`src/rtl/cache_pkg.sv`:
```
package cache_pkg;
    typedef enum logic [2:0] {
        ST_IDLE,
        ST_LOOKUP,
        ST_EVICT,
        ST_FETCH,
        ST_FILL,
        ST_THRU,
        ST_DONE
    } cache_state_e;
endpackage

```
`src/rtl/cache_tag_match.sv`:
```
module cache_tag_match #(
    parameter int WAYS  = 2,
    parameter int TAG_W = 8,
    parameter int WAY_W = 1
) (
    input  logic [WAYS-1:0][TAG_W-1:0] way_tag,
    input  logic [WAYS-1:0]            way_valid,
    input  logic [TAG_W-1:0]           tag,
    output logic                       hit,
    output logic [WAY_W-1:0]           hit_way
);
    logic [WAYS-1:0] match;

    for (genvar g = 0; g < WAYS; g++) begin : g_cmp
        assign match[g] = way_valid[g] && (way_tag[g] == tag);
    end

    assign hit = |match;

    always_comb begin
        hit_way = '0;
        for (int w = 0; w < WAYS; w++) begin
            if (match[w]) hit_way = WAY_W'(w);
        end
    end
endmodule

```
`src/rtl/cache_lru.sv`:
```
module cache_lru #(
    parameter int SETS  = 4,
    parameter int WAYS  = 2,
    parameter int SET_W = 2,
    parameter int WAY_W = 1
) (
    input  logic             clk,
    input  logic             rst_n,
    input  logic             touch_en,
    input  logic [SET_W-1:0] touch_set,
    input  logic [WAY_W-1:0] touch_way,
    input  logic [SET_W-1:0] query_set,
    output logic [WAY_W-1:0] victim_way
);
    // rank 0 = most recent, WAYS-1 = oldest
    logic [WAY_W-1:0] rank_q [SETS][WAYS];

    always_ff @(posedge clk or negedge rst_n) begin
        if (!rst_n) begin
            for (int s = 0; s < SETS; s++)
                for (int w = 0; w < WAYS; w++)
                    rank_q[s][w] <= WAY_W'(w);
        end else if (touch_en) begin
            for (int w = 0; w < WAYS; w++) begin
                if (WAY_W'(w) == touch_way)
                    rank_q[touch_set][w] <= '0;
                else if (rank_q[touch_set][w] < rank_q[touch_set][touch_way])
                    rank_q[touch_set][w] <= rank_q[touch_set][w] + 1'b1;
            end
        end
    end

    always_comb begin
        victim_way = '0;
        for (int w = 0; w < WAYS; w++) begin
            if (rank_q[query_set][w] == WAY_W'(WAYS - 1)) victim_way = WAY_W'(w);
        end
    end
endmodule

```
`src/rtl/cache_sa.sv`:
```
module cache_sa
    import cache_pkg::*;
#(
    parameter int ADDR_W      = 16,
    parameter int SETS        = 4,
    parameter int WAYS        = 2,
    parameter int BLOCK_BYTES = 16,
    parameter int WORD_BYTES  = 4
) (
    input  logic                                 clk,
    input  logic                                 rst_n,
    input  logic                                 wb_mode,
    input  logic                                 req_valid,
    output logic                                 req_ready,
    input  logic                                 req_write,
    input  logic [ADDR_W-1:0]                    req_addr,
    input  logic [8*WORD_BYTES-1:0]              req_wdata,
    output logic                                 resp_valid,
    output logic                                 resp_hit,
    output logic [8*WORD_BYTES-1:0]              resp_rdata,
    output logic                                 mem_req_valid,
    input  logic                                 mem_req_ready,
    output logic                                 mem_req_write,
    output logic [ADDR_W-1:0]                    mem_req_addr,
    output logic [8*BLOCK_BYTES-1:0]             mem_req_wdata,
    output logic [BLOCK_BYTES/WORD_BYTES-1:0]    mem_req_wmask,
    input  logic                                 mem_resp_valid,
    input  logic [8*BLOCK_BYTES-1:0]             mem_resp_rdata
);
    localparam int OFF_W  = $clog2(BLOCK_BYTES);
    localparam int SET_W  = $clog2(SETS);
    localparam int TAG_W  = ADDR_W - SET_W - OFF_W;
    localparam int LSB_W  = $clog2(WORD_BYTES);
    localparam int WORDS  = BLOCK_BYTES / WORD_BYTES;
    localparam int WORD_W = 8 * WORD_BYTES;
    localparam int BLK_W  = 8 * BLOCK_BYTES;
    localparam int WAY_W  = (WAYS > 1) ? $clog2(WAYS) : 1;

    cache_state_e state_q, state_d;

    logic              rq_write;
    logic [ADDR_W-1:0] rq_addr;
    logic [WORD_W-1:0] rq_wdata;
    logic              miss_q;
    logic [WORD_W-1:0] rdata_q;

    logic [TAG_W-1:0]  tag_q   [SETS][WAYS];
    logic [BLK_W-1:0]  data_q  [SETS][WAYS];
    logic [WAYS-1:0]   valid_q [SETS];
    logic [WAYS-1:0]   dirty_q [SETS];

    logic [SET_W-1:0]            rq_set;
    logic [TAG_W-1:0]            rq_tag;
    logic [OFF_W-LSB_W-1:0]      rq_word;
    logic [WAYS-1:0][TAG_W-1:0]  set_tags;
    logic                        hit;
    logic [WAY_W-1:0]            hit_way;
    logic [WAY_W-1:0]            victim;
    logic                        victim_dirty;
    logic                        touch_en;
    logic [WAY_W-1:0]            touch_way;

    assign rq_set  = rq_addr[OFF_W +: SET_W];
    assign rq_tag  = rq_addr[ADDR_W-1 -: TAG_W];
    assign rq_word = rq_addr[OFF_W-1:LSB_W];

    always_comb begin
        for (int w = 0; w < WAYS; w++) set_tags[w] = tag_q[rq_set][w];
    end

    cache_tag_match #(.WAYS(WAYS), .TAG_W(TAG_W), .WAY_W(WAY_W)) u_match (
        .way_tag   (set_tags),
        .way_valid (valid_q[rq_set]),
        .tag       (rq_tag),
        .hit       (hit),
        .hit_way   (hit_way)
    );

    assign touch_en  = (state_q == ST_LOOKUP && hit) || (state_q == ST_FILL && mem_resp_valid);
    assign touch_way = (state_q == ST_FILL) ? victim : hit_way;

    cache_lru #(.SETS(SETS), .WAYS(WAYS), .SET_W(SET_W), .WAY_W(WAY_W)) u_lru (
        .clk        (clk),
        .rst_n      (rst_n),
        .touch_en   (touch_en),
        .touch_set  (rq_set),
        .touch_way  (touch_way),
        .query_set  (rq_set),
        .victim_way (victim)
    );

    assign victim_dirty = valid_q[rq_set][victim] && dirty_q[rq_set][victim];

    // state register
    always_ff @(posedge clk or negedge rst_n) begin
        if (!rst_n) state_q <= ST_IDLE;
        else        state_q <= state_d;
    end

    // transitions
    always_comb begin
        state_d = state_q;
        unique case (state_q)
            ST_IDLE:   if (req_valid) state_d = ST_LOOKUP;
            ST_LOOKUP: begin
                if (rq_write && !wb_mode)  state_d = ST_THRU;
                else if (hit)              state_d = ST_DONE;
                else if (victim_dirty)     state_d = ST_EVICT;
                else                       state_d = ST_FETCH;
            end
            ST_EVICT:  if (mem_req_ready)  state_d = ST_FETCH;
            ST_FETCH:  if (mem_req_ready)  state_d = ST_FILL;
            ST_FILL:   if (mem_resp_valid) state_d = ST_LOOKUP;
            ST_THRU:   if (mem_req_ready)  state_d = ST_DONE;
            ST_DONE:                       state_d = ST_IDLE;
            default:                       state_d = ST_IDLE;
        endcase
    end

    // outputs
    always_comb begin
        req_ready     = 1'b0;
        resp_valid    = 1'b0;
        mem_req_valid = 1'b0;
        mem_req_write = 1'b0;
        mem_req_addr  = '0;
        mem_req_wdata = '0;
        mem_req_wmask = '0;
        unique case (state_q)
            ST_IDLE:  req_ready = 1'b1;
            ST_EVICT: begin
                mem_req_valid = 1'b1;
                mem_req_write = 1'b1;
                mem_req_addr  = {tag_q[rq_set][victim], rq_set, {OFF_W{1'b0}}};
                mem_req_wdata = data_q[rq_set][victim];
                mem_req_wmask = '1;
            end
            ST_FETCH: begin
                mem_req_valid = 1'b1;
                mem_req_addr  = {rq_tag, rq_set, {OFF_W{1'b0}}};
            end
            ST_THRU: begin
                mem_req_valid = 1'b1;
                mem_req_write = 1'b1;
                mem_req_addr  = rq_addr;
                mem_req_wdata = {WORDS{rq_wdata}};
                mem_req_wmask = WORDS'(1) << rq_word;
            end
            ST_DONE:  resp_valid = 1'b1;
            default: ;
        endcase
    end

    assign resp_hit   = !miss_q;
    assign resp_rdata = rdata_q;

    // request capture and line status
    always_ff @(posedge clk or negedge rst_n) begin
        if (!rst_n) begin
            rq_write <= 1'b0;
            rq_addr  <= '0;
            rq_wdata <= '0;
            miss_q   <= 1'b0;
            rdata_q  <= '0;
            for (int s = 0; s < SETS; s++) begin
                valid_q[s] <= '0;
                dirty_q[s] <= '0;
            end
        end else begin
            if (state_q == ST_IDLE && req_valid) begin
                rq_write <= req_write;
                rq_addr  <= req_addr;
                rq_wdata <= req_wdata;
                miss_q   <= 1'b0;
            end
            if (state_q == ST_LOOKUP) begin
                if (!hit) miss_q <= 1'b1;
                if (hit && !rq_write)
                    rdata_q <= data_q[rq_set][hit_way][rq_word*WORD_W +: WORD_W];
                if (hit && rq_write && wb_mode)
                    dirty_q[rq_set][hit_way] <= 1'b1;
            end
            if (state_q == ST_FILL && mem_resp_valid) begin
                valid_q[rq_set][victim] <= 1'b1;
                dirty_q[rq_set][victim] <= 1'b0;
            end
        end
    end

    // tag and data storage
    always_ff @(posedge clk) begin
        if (state_q == ST_LOOKUP && hit && rq_write)
            data_q[rq_set][hit_way][rq_word*WORD_W +: WORD_W] <= rq_wdata;
        if (state_q == ST_FILL && mem_resp_valid) begin
            data_q[rq_set][victim] <= mem_resp_rdata;
            tag_q[rq_set][victim]  <= rq_tag;
        end
    end
endmodule

```
`config.mk`:
```
export PLATFORM = sky130hd
export DESIGN_NAME = cache_sa
export DESIGN_NICKNAME = d
export VERILOG_FILES = /design/src/rtl/cache_pkg.sv /design/src/rtl/cache_tag_match.sv /design/src/rtl/cache_lru.sv /design/src/rtl/cache_sa.sv
export SDC_FILE = /design/constraint.sdc
export NUM_CORES = 2
export LEC_CHECK = 0
export BUFFER_PORTS_ARGS = -buffer_cell sky130_fd_sc_hd__buf_4
export CORE_MARGIN = 2
export CORE_UTILIZATION = 30
export CTS_BUF_LIST = sky130_fd_sc_hd__clkbuf_8
export DETAILED_ROUTE_END_ITERATION = 8
export PLACE_DENSITY_LB_ADDON = 0.15
export SYNTH_ARGS = -nofsm -noshare
export SYNTH_HDL_FRONTEND = slang
export SYNTH_SLANG_ARGS = --single-unit
```
`constraint.sdc`:
```
create_clock -name clk -period 5.1 [get_ports clk]
set_input_delay 1.02 -clock clk [delete_from_list [all_inputs] [get_ports clk]]
set_output_delay 1.02 -clock clk [all_outputs]
set_load 0.02 [all_outputs]
```
==> run_results.csv <==
group,metric,value,unit
timing,hold_violations,0,
final_layout,final_core_util,36.9,%
place,post-dp-hpwl,143000,µm
global_routing,antenna_found_initial,35,
clock_tree,clk_latency,980,ps
routing,drc,0,
routing,dr_total_vias,34900,
routing,viasPerCell,5.33,
pwr,leakage,0.0231,µW
synthesis,ys_seq_elements,1213,
pwr,p_per_area,608,nW/µm²
timing,drv_slew,0,
critical_path,crit_fanout,33,
die,row_count,154,
routing,postRouteAntennaNets,0,
synthesis,netlist_area,52900,µm²
critical_path,startpoint,"rq_addr[4]",
global_routing,grt_usage,23.9,%
clock_tree,root_buffer,"clkbuf_8",
clock_tree,clock-sinks,1213,
synthesis,avgSynthCellArea,15.6,µm²
timing,min_period,4930,ps
timing,setup_tns,0,ps
routing,drtIter0Drc,3708,
clock_tree,cts-hold-fix-buffers,0,
critical_path,cp.arrival,3910,ps
timing,slew_headroom,31.1,%
routing,highest_layer,"met5",
critical_path,end_kind,"primary output",
clock_tree,clockBufferDepth,3,
routing,wl_met1,87100,µm
synthesis,synth_area_leaders,"edfxtp_1 (63%), mux4_2 (12%), dfrtp_1 (5.0%)",
routing,dr.pass1.iters,6,
global_routing,grt_max_degree,99,
global_routing,grt_pass1_vias,34200,
die,die_x,424,µm
critical_path,timing.rr.start,"rq_addr[5]",
pwr,peakVddDrop,0.370,mV
timing,finClkSkew,47.5,ps
critical_path,worstSetupPathType,"reg2out",
die,initial_core_util,30.1,%
routing,wirelength,219000,µm
critical_path,worst-endpoint-required,4080,ps
final_layout,finalInstanceArea,64800,µm²
routing,wl_met3,16000,µm
global_routing,grt_pass1_wl,293000,µm
outcome,status,"finished, final reports clean",
timing,fin_hold_ws,146,ps
global_routing,overflow,0,
final_layout,syn2layout_area_growth,22.5,%
timing,worst_pin_slew,1030,ps
final_layout,fillCellCount,16900,
synthesis,yosys.area.top_type_share,62.6,%
worst_hold_path,hold_class,"in2async",
routing,wl_per_cell,33.4,µm
place,dpl_cell_area,60800,µm²
place,place.gp.congestion,0.838,
clock_tree,tritoncts,"yes",
synthesis,synth-warning-count,0,
timing,max_freq,203,MHz
die,die_h,424,µm
final_layout,nets,4207,
clock_tree,path_clk_slew,60,ps
synthesis,synth.top_cells.by_count,"edfxtp_1 (1104), nand2_1 (513), o21ai_0 (434), mux4_2 (273), clkbuf_1 (170)",
synthesis,async_flop_share,8.99,%
die,core_area,176000,µm²
timing,post-route-period-util,96.6,%
pwr,finalPower,39400,µW
synthesis,synth_nets,3575,
critical_path,cp-start-kind,"flip-flop",
run,max-cap-violations,0,
clock_tree,numCtsBuffers,209,
synthesis,synth_ff_type,"edfxtp_1",
timing,finalSetupViolCount,0,
synthesis,synth.distinct_cells,60,
routing,met2_length,101000,µm
die,die_area,180000,µm²
synthesis,seq_area_frac_synth,67.8,%
synthesis,synth_top_area_cell,"edfxtp_1",
synthesis,synth_edf_count,1104,
synthesis,syn-instance-count,3387,
place,io_buffers,367,
synthesis,yosysMostFrequentCell,"edfxtp_1",
final_layout,drive_above_1_share,32.2,%
clock_tree,htree_levels,4,
die,ios,368,
[placed cells by master (no fill, tap or decap), drive strengths merged, types with 4 or more instances in the layout]
cell	Yosys	final
a21bo	32	32
ha	5	5
and3	5	5
nand2	513	513
and2	37	37
or2	13	13
nand2b	9	9
a41oi	34	34
o21ai	435	435
inv	43	133
a31oi	40	40
xor2	6	6
nor2	56	56
clkbuf	170	226
dfstp	4	4
nor3b	5	5
a32oi	32	32
a211oi	7	7
nor3	8	8
dfrtp	105	105
mux2i	145	145
clkinvlp	0	4
xnor2	16	16
mux2	51	51
diode	0	15
clkinv	0	63
a21oi	58	58
a221o	32	32
mux4	279	280
edfxtp	1104	1104
buf	85	674
a41o	32	32
[report_power, final]
part           switching (µW)  internal (µW)  leakage [µW]
combinational           11500           6360       0.00930
sequential                819          12500        0.0115
clock                    4160           4130       0.00229
total                   16400          23000        0.0231
[path summary, 6_finish.rpt]
| check | end | slack (ps) | cells after the start |
|---|---|---|---|
| max | mem_req_wdata[31] | 170 | 6 |
| min | resp_rdata[5] | 150 | 1 |
| max reg2reg | data_q[1][197] | 820 | 8 |
| min reg2reg | valid_q[4] | 470 | 1 |
| max in group asynchronous | resp_rdata[18] | 3980 | 2 |
| min in group clk | rq_addr[3] | 270 | 3 |
[logic make-up after synthesis]
kind of cell / synth area share (%)
DFF: 67.8
AOI/OAI and AO/OA: 8.36
and+or+nand+nor: 5.22
muxes: 15.7
buffers and inverters: 2.37
xor gates and xnor gates: 0.392
adders and majority gates: 0.118
[flip-flops by register name (all words and copies together) (netlist names)]
name and cells:
rq_addr 16, tag_q 80, resp_rdata 32, rq_write 1, data_q 1024, state_q 3, u_lru.rank_q 8, rq_wdata 32
dirty_q 8, valid_q 8, miss_q 1
[layer usage]
| metal | vias up | global-route usage, % |
|---|---|---|
| met5 | - | 0 |
| met4 | 12 | 14.4 |
| met3 | 359 | 4.62 |
| met2 | 1488 | 37.3 |
| met1 | 18400 | 30.9 |
| li1 | 14600 | - |
[worst max-delay path, stage by stage, from the launching register on]
cell,delay [ps]
dfrtp_4,720
buf_4,670
mux4_2,640
mux2i_1,340
o21ai_0,150
buf_4,220
buf_4,160
[stage by stage]
stage                     setup WS, ps  instances
after detailed placement           717       6142
after global placement             756       6142
after CTS                         2.23       6532
after floorplan                    833       3387
after global routing             -3.60       6543
final                              173       6547
[layout make-up]
class / instances / area [µm²] / share of cell area (%)
Multi-Input combinational cell: 1877 / 16100 / 24.9
Tap cell: 2340 / 2930 / 4.52
Antenna cell: 15 / 37.5 / 0.0579
Clock buffer: 226 / 3110 / 4.80
Sequential cell: 1213 / 35900 / 55.4
Clock inverter: 158 / 751 / 1.16
Timing Repair Buffer: 675 / 5810 / 8.97
Inverter: 43 / 161 / 0.249
[repair_timing]
action | in CTS | in global routing
endpoints found under the hold margin | 0 | 0
setup endpoints to repair | 108 | 10
cloned | 2 | 0
gates resized for setup | 4 | 3
buffers inserted | 4 | 0
(Power assumes the default switching activity.)
